<file path="src/rtl/i2c_cfg_reg.sv">
module i2c_cfg_reg #(
  parameter logic [5:0] ADDR_HI = 6'b000100
) (
  input  logic       clk,
  input  logic       rst_n,
  input  logic       pwr_ok,
  input  logic       addr_sel,
  input  logic       scl_i,
  input  logic       sda_i,
  input  logic       flag_ot,
  input  logic       flag_ol,
  output logic       sda_oe,
  output logic [5:0] ctl_q
);

  typedef enum logic [2:0] {S_IDLE, S_ADDR, S_AACK, S_WDAT, S_WACK, S_RDAT, S_RACK} st_t;

  st_t        st;
  logic [2:0] scl_q, sda_q;
  logic [7:0] sh;
  logic [2:0] cnt;
  logic       rw;

  wire scl_s = scl_q[1];
  wire scl_d = scl_q[2];
  wire sda_s = sda_q[1];
  wire sda_d = sda_q[2];

  wire start    = scl_s & scl_d & sda_d & ~sda_s;
  wire stop     = scl_s & scl_d & ~sda_d & sda_s;
  wire scl_rise = scl_s & ~scl_d;
  wire scl_fall = ~scl_s & scl_d;
  wire [7:0] rd_byte = {ctl_q, flag_ot, flag_ol};
  wire addr_hit = (sh[6:0] == {ADDR_HI, addr_sel});

  always_ff @(posedge clk or negedge rst_n) begin
    if (!rst_n) begin
      scl_q  <= 3'b111;
      sda_q  <= 3'b111;
      st     <= S_IDLE;
      sh     <= '0;
      cnt    <= '0;
      rw     <= 1'b0;
      sda_oe <= 1'b0;
      ctl_q  <= '0;
    end else begin
      scl_q <= {scl_q[1:0], scl_i};
      sda_q <= {sda_q[1:0], sda_i};
      if (!pwr_ok) begin
        st     <= S_IDLE;
        cnt    <= '0;
        sda_oe <= 1'b0;
        ctl_q  <= '0;
      end else if (start) begin
        st     <= S_ADDR;
        cnt    <= '0;
        sda_oe <= 1'b0;
      end else if (stop) begin
        st     <= S_IDLE;
        sda_oe <= 1'b0;
      end else if (scl_fall) begin
        case (st)
          S_AACK, S_WACK: sda_oe <= 1'b1;
          S_RDAT:         sda_oe <= ~sh[7];
          default:        sda_oe <= 1'b0;
        endcase
      end else if (scl_rise) begin
        case (st)
          S_ADDR: begin
            sh  <= {sh[6:0], sda_s};
            cnt <= cnt + 3'd1;
            if (cnt == 3'd7) begin
              rw <= sda_s;
              st <= addr_hit ? S_AACK : S_IDLE;
            end
          end
          S_AACK: begin
            cnt <= '0;
            if (rw) begin
              st <= S_RDAT;
              sh <= rd_byte;
            end else begin
              st <= S_WDAT;
            end
          end
          S_WDAT: begin
            sh  <= {sh[6:0], sda_s};
            cnt <= cnt + 3'd1;
            if (cnt == 3'd7) st <= S_WACK;
          end
          S_WACK: begin
            ctl_q <= sh[7:2];
            st    <= S_WDAT;
            cnt   <= '0;
          end
          S_RDAT: begin
            sh  <= {sh[6:0], 1'b0};
            cnt <= cnt + 3'd1;
            if (cnt == 3'd7) st <= S_RACK;
          end
          S_RACK: begin
            if (!sda_s) begin
              st  <= S_RDAT;
              sh  <= rd_byte;
              cnt <= '0;
            end else begin
              st <= S_IDLE;
            end
          end
          default: st <= S_IDLE;
        endcase
      end
    end
  end

  // no power, no register and no drive
  assert_inert_unpowered_R6: assert property (@(posedge clk) disable iff (!rst_n)
    !pwr_ok |=> (ctl_q == 6'd0) && !sda_oe);

  // the data line moves only in the SCL low phase
  assert_oe_scl_low_R7: assert property (@(posedge clk) disable iff (!rst_n)
    (pwr_ok && $past(pwr_ok) && !$stable(sda_oe)) |-> !$past(scl_s));

  // the register changes only on a write acknowledge or a power loss
  assert_ctl_write_only_R3: assert property (@(posedge clk) disable iff (!rst_n)
    !$stable(ctl_q) |-> ($past(st) == S_WACK) || !$past(pwr_ok));

  // an idle target never drives the line
  assert_idle_released_R2: assert property (@(posedge clk) disable iff (!rst_n)
    (st == S_IDLE) |-> !sda_oe);

endmodule

</file>
<file path="config.mk">
export PLATFORM = sky130hd
export DESIGN_NAME = i2c_cfg_reg
export DESIGN_NICKNAME = d
export VERILOG_FILES = /design/src/rtl/i2c_cfg_reg.sv
export SDC_FILE = /design/constraint.sdc
export NUM_CORES = 1
export LEC_CHECK = 0
export BUFFER_PORTS_ARGS = -buffer_cell sky130_fd_sc_hd__buf_2
export CAP_MARGIN = 20
export CELL_PAD_IN_SITES_DETAIL_PLACEMENT = 1
export CELL_PAD_IN_SITES_GLOBAL_PLACEMENT = 1
export CORE_ASPECT_RATIO = 1.1
export CORE_UTILIZATION = 51
export CTS_BUF_LIST = sky130_fd_sc_hd__clkbuf_4 sky130_fd_sc_hd__clkbuf_8
export DETAILED_ROUTE_END_ITERATION = 6
export PLACE_DENSITY_LB_ADDON = 0.08
export SYNTH_ARGS = -nofsm -noshare
export SYNTH_HDL_FRONTEND = slang
export SYNTH_SLANG_ARGS = --single-unit
</file>
<file path="constraint.sdc">
create_clock -name clk -period 2.92 [get_ports clk]
set_clock_uncertainty 0.15 [all_clocks]
set_input_delay 0.584 -clock clk [delete_from_list [all_inputs] [get_ports clk]]
set_output_delay 0.584 -clock clk [all_outputs]
set_load 0.01 [all_outputs]
</file>
==> impl_summary.md <==
Status
The flow ran to the end, and the final reports show no timing, DRC or antenna violations.

Yosys
Of the total synthesized cell area, the portion taken by AND, OR, NAND and NOR gates is 0.203. The mean instance size in the synthesized netlist is 10.5 sq um. The count of flip-flops with a built-in enable after synthesis is 0. Of the total synthesized cell area, the portion taken by full adders, half adders and majority gates is 0.0172. The number of library cell types mapped by synthesis is 38.

Among all flip-flop cells after synthesis, the most frequent one is sky130_fd_sc_hd__dfrtp_1. The number of register bits inferred by synthesis is 28. Sorting the synthesized cells by area gives the leading types as sky130_fd_sc_hd__dfrtp_1 38%, sky130_fd_sc_hd__dfstp_2 11%, sky130_fd_sc_hd__nand2_1 7.2%. The share of the synthesized area in the top cell type is 0.378. The compound-cell area share of the yosys netlist was 0.118. The share of the Yosys chip area taken by registers is 0.486.

Counting flops with an async set or reset pin after synthesis yields a share of 1.00. The post-synth design cell area is 1460 sq um. The gate count after technology mapping is 139. The multiplexer share of the synthesized area is 0.125. By area, the combinational part of the netlist is dominated by simple AND/OR/NAND/NOR gates. Of the total synthesized cell area, the portion taken by XOR and XNOR cells is 0.0180.

Counting every net in the synthesized netlist gives 149. The library cell with the largest summed area after synthesis is sky130_fd_sc_hd__dfrtp_1. Yosys printed 0 warnings.

Floorplanning
The die boundary height is 58.0 microns. The starting density of the core is 0.562. Measured along the x axis, the die boundary spans 53.0 microns.

Row generation in the floorplan step produced 19 rows. The total die area is 3070 sq um. The boundary pin count is 15.

In this run the standard cell core region covers 2590 sq um.

Finish
After the flow finishes, the layout carries non-filler instances totaling 181. The fraction of the core area covered by cells at the end of the flow is 0.610. The diode insertion count for antenna repair is 0. The layout net count is 161. The post-synthesis to final-layout area growth is 8.59%. Fill cells in the final layout number 303.

The share of final-layout standard cells stronger than drive strength 1 is 0.253. The cell area after layout is 1580 sq um.

STA
The max-slew violation total from the final report is 0. The final period utilization is 0.740. The slew at the pin with the worst max-slew slack is 0.627 ns. The final number of setup-violating endpoints is 0.

The clock period minus final worst setup slack is 2.16 ns. Setup repair after global routing left no endpoint under its margin. The setup TNS is 0 ns. Based on the critical path, the design can be clocked at up to 463 MHz. Measured against its own limit, the worst slew margin works out to 0.582. The final setup slack of the worst path is 0.761 ns.

The total count of hold-check failures in the final report is 0. The worst hold slack across all endpoints is 0.0777 ns.

Drt
In the final routing, the length of wire on met1 measures 1.41 mm. The met3 layer wire length in the routed design is 77 microns. After detailed routing, the number of vias per cell comes to 5.99. Routed signal wires occupy layers up through met4. The routed layout has 1085 vias. The iteration count of the initial detailed-routing pass is 4. The overall routed net length is 3.37 mm. The detail route stage leaves a number of antenna-violating nets equal to 0.

The wire length per cell after detailed routing is 18.6 microns. After the first detailed-routing iteration, the DRC count stood at 11. For this run, design rule violations remaining after detail routing come to 0. After detailed routing, the met2 layer carries 1.83 mm of wire.

Place
The setup slack after placement is 0.813 ns. The final HPWL from detailed placement is 2.30 mm. The placed instance area is 1530 sq um. Port buffering added 14 buffers. The count of placed standard cells including taps is 177.

At the end of routability-driven placement, the weighted congestion stood at 0.834.

Worst setup path
Along the worst path, the maximum fanout reaches 17. The critical path goes through a21boi_2 -> a221oi_1 -> nor2_1 -> mux2_2. The setup slack of the most critical reg-to-reg path is 0.76 ns. The capturing element type of the critical path is a flip-flop.

The largest individual stage delay along the critical path comes from the cell sky130_fd_sc_hd__dfrtp_1. For the worst setup path, the data arrival time is 2.25 ns. The required time of the critical path is 3.01 ns.

The stage delay of the slowest cell on the critical path is 0.72 ns. The worst setup path is of the reg2reg kind. The kind of start point of the critical path is a flip-flop.

Clocking
The clock drives 28 sinks. The clock latency at the later pin of the worst-skew pair is 0.34 ns. The H-tree depth is 1.

The count of cells resized by post-cts repair is 0. The maximum buffer depth of the clock tree is 2. The number of buffers created by CTS is 3. The total setup buffers inserted after CTS is 0. For this design, the CTS-stage hold fixing added 0 buffers. The root cell of the clock tree is sky130_fd_sc_hd__clkbuf_4. TritonCTS built the clock tree. After clock tree synthesis, the clock-pin slew on the worst setup and hold paths is 0.16 ns.

Global routing
After global routing the overflow that remains totals 0. The via count of the first global-routing pass is 1150. The pin count of the biggest net entering global routing is 29. The global-route wire length before repair is 5.42 mm. The initial antenna violation count is 0. In the global route stage, overall resource usage came out at 0.248.

Flow run
The tool flagged a number of max-cap violations equal to 0.

Pwr
The total power draw is 793 uW. The worst supply voltage drop on vdd is 294 uV. Power spread over the standard cell area amounts to 501 nW/um^2. The reported leakage power is 0.721 nW.

Min path
The type of the most critical hold path is in2async.
==> critical path: cells and delay by family (launching register included) <==
family / cells / cell delay [ns]
AO/OA/AOI/OAI: 2 / 0.66
flip-flops: 1 / 0.72
AND/OR/NAND/NOR: 1 / 0.17
multiplexers: 1 / 0.36
==> cells in the final DEF (no fill, tap or decap), types with 2 or more instances in the layout <==
cell type	count
sky130_fd_sc_hd__or3_1	2
sky130_fd_sc_hd__o2111ai_1	2
sky130_fd_sc_hd__dfstp_2	6
sky130_fd_sc_hd__dfrtp_1	22
sky130_fd_sc_hd__nand3_1	4
sky130_fd_sc_hd__a21oi_1	7
sky130_fd_sc_hd__nor2_1	4
sky130_fd_sc_hd__mux2_2	9
sky130_fd_sc_hd__inv_1	3
sky130_fd_sc_hd__nor4b_1	2
sky130_fd_sc_hd__o21ai_1	2
sky130_fd_sc_hd__mux2i_1	7
sky130_fd_sc_hd__nand2b_1	3
sky130_fd_sc_hd__buf_2	14
sky130_fd_sc_hd__xnor2_1	2
sky130_fd_sc_hd__nor2b_1	9
sky130_fd_sc_hd__clkbuf_4	3
sky130_fd_sc_hd__nand2_1	28
sky130_fd_sc_hd__ha_1	2
==> final cells by class <==
class                   count  area, sq um  share of cell area
multi-input cells         101          701               0.443
clock inverters             1         30.0              0.0190
repair buffers             14         70.1              0.0443
inverters                   3         11.3             0.00712
clock buffers               3         22.5              0.0142
well taps                  31         38.8              0.0245
flip-flops and latches     28          708               0.448
==> flip-flops by register name, indices dropped and copies added (netlist names) <==
register	cells
sh	8
ctl_q	6
cnt	3
scl_q	3
sda_q	3
st	3
rw	1
sda_oe	1
==> cells in the mapped netlist (2+ instances only) <==
library cell,number
sky130_fd_sc_hd__nand2b_1,3
sky130_fd_sc_hd__nand2_1,28
sky130_fd_sc_hd__mux2_2,9
sky130_fd_sc_hd__nor2b_1,9
sky130_fd_sc_hd__inv_1,3
sky130_fd_sc_hd__o21ai_1,2
sky130_fd_sc_hd__nor2_1,4
sky130_fd_sc_hd__nor4b_1,2
sky130_fd_sc_hd__mux2i_1,7
sky130_fd_sc_hd__a21oi_1,7
sky130_fd_sc_hd__dfrtp_1,22
sky130_fd_sc_hd__xnor2_1,2
sky130_fd_sc_hd__buf_2,5
sky130_fd_sc_hd__o2111ai_1,2
sky130_fd_sc_hd__nand3_1,4
sky130_fd_sc_hd__or3_1,2
sky130_fd_sc_hd__ha_1,2
sky130_fd_sc_hd__dfstp_2,6
==> cells by family after synthesis <==
| family | after synthesis |
|---|---|
| adders and majority gates | 2 |
| buffers and inverters | 10 |
| AOI/OAI and AO/OA | 23 |
| and+or+nand+nor | 56 |
| DFF | 28 |
| xor gates and xnor gates | 3 |
| muxes | 17 |
==> power by group <==
group | total, mW | internal (mW) | leakage [nW] | switching, mW
sequential | 0.442 | 0.412 | 0.365 | 0.0307
combinational | 0.0878 | 0.0385 | 0.328 | 0.0493
clock | 0.262 | 0.139 | 0.0279 | 0.123
==> per-layer routing <==
layer / up-vias / GRT usage
li1: 506 / -
met1: 549 / 0.289
met2: 24 / 0.454
met3: 6 / 0.0315
met4: 0 / 0.0865
met5: - / 0
==> path summary, 6_finish.rpt <==
check / startpoint / to / cells past startpoint
worst max-delay path: st[0] / st[2] / 4
worst min-delay path: rst_n / sda_oe / 1
worst max register to register: st[0] / st[2] / 4
worst min register to register: sda_q[0] / sda_q[1] / 0
max in group asynchronous: rst_n / st[0] / 1
min in group clk: scl_i / scl_q[0] / 1
(Power assumes the default switching activity.)
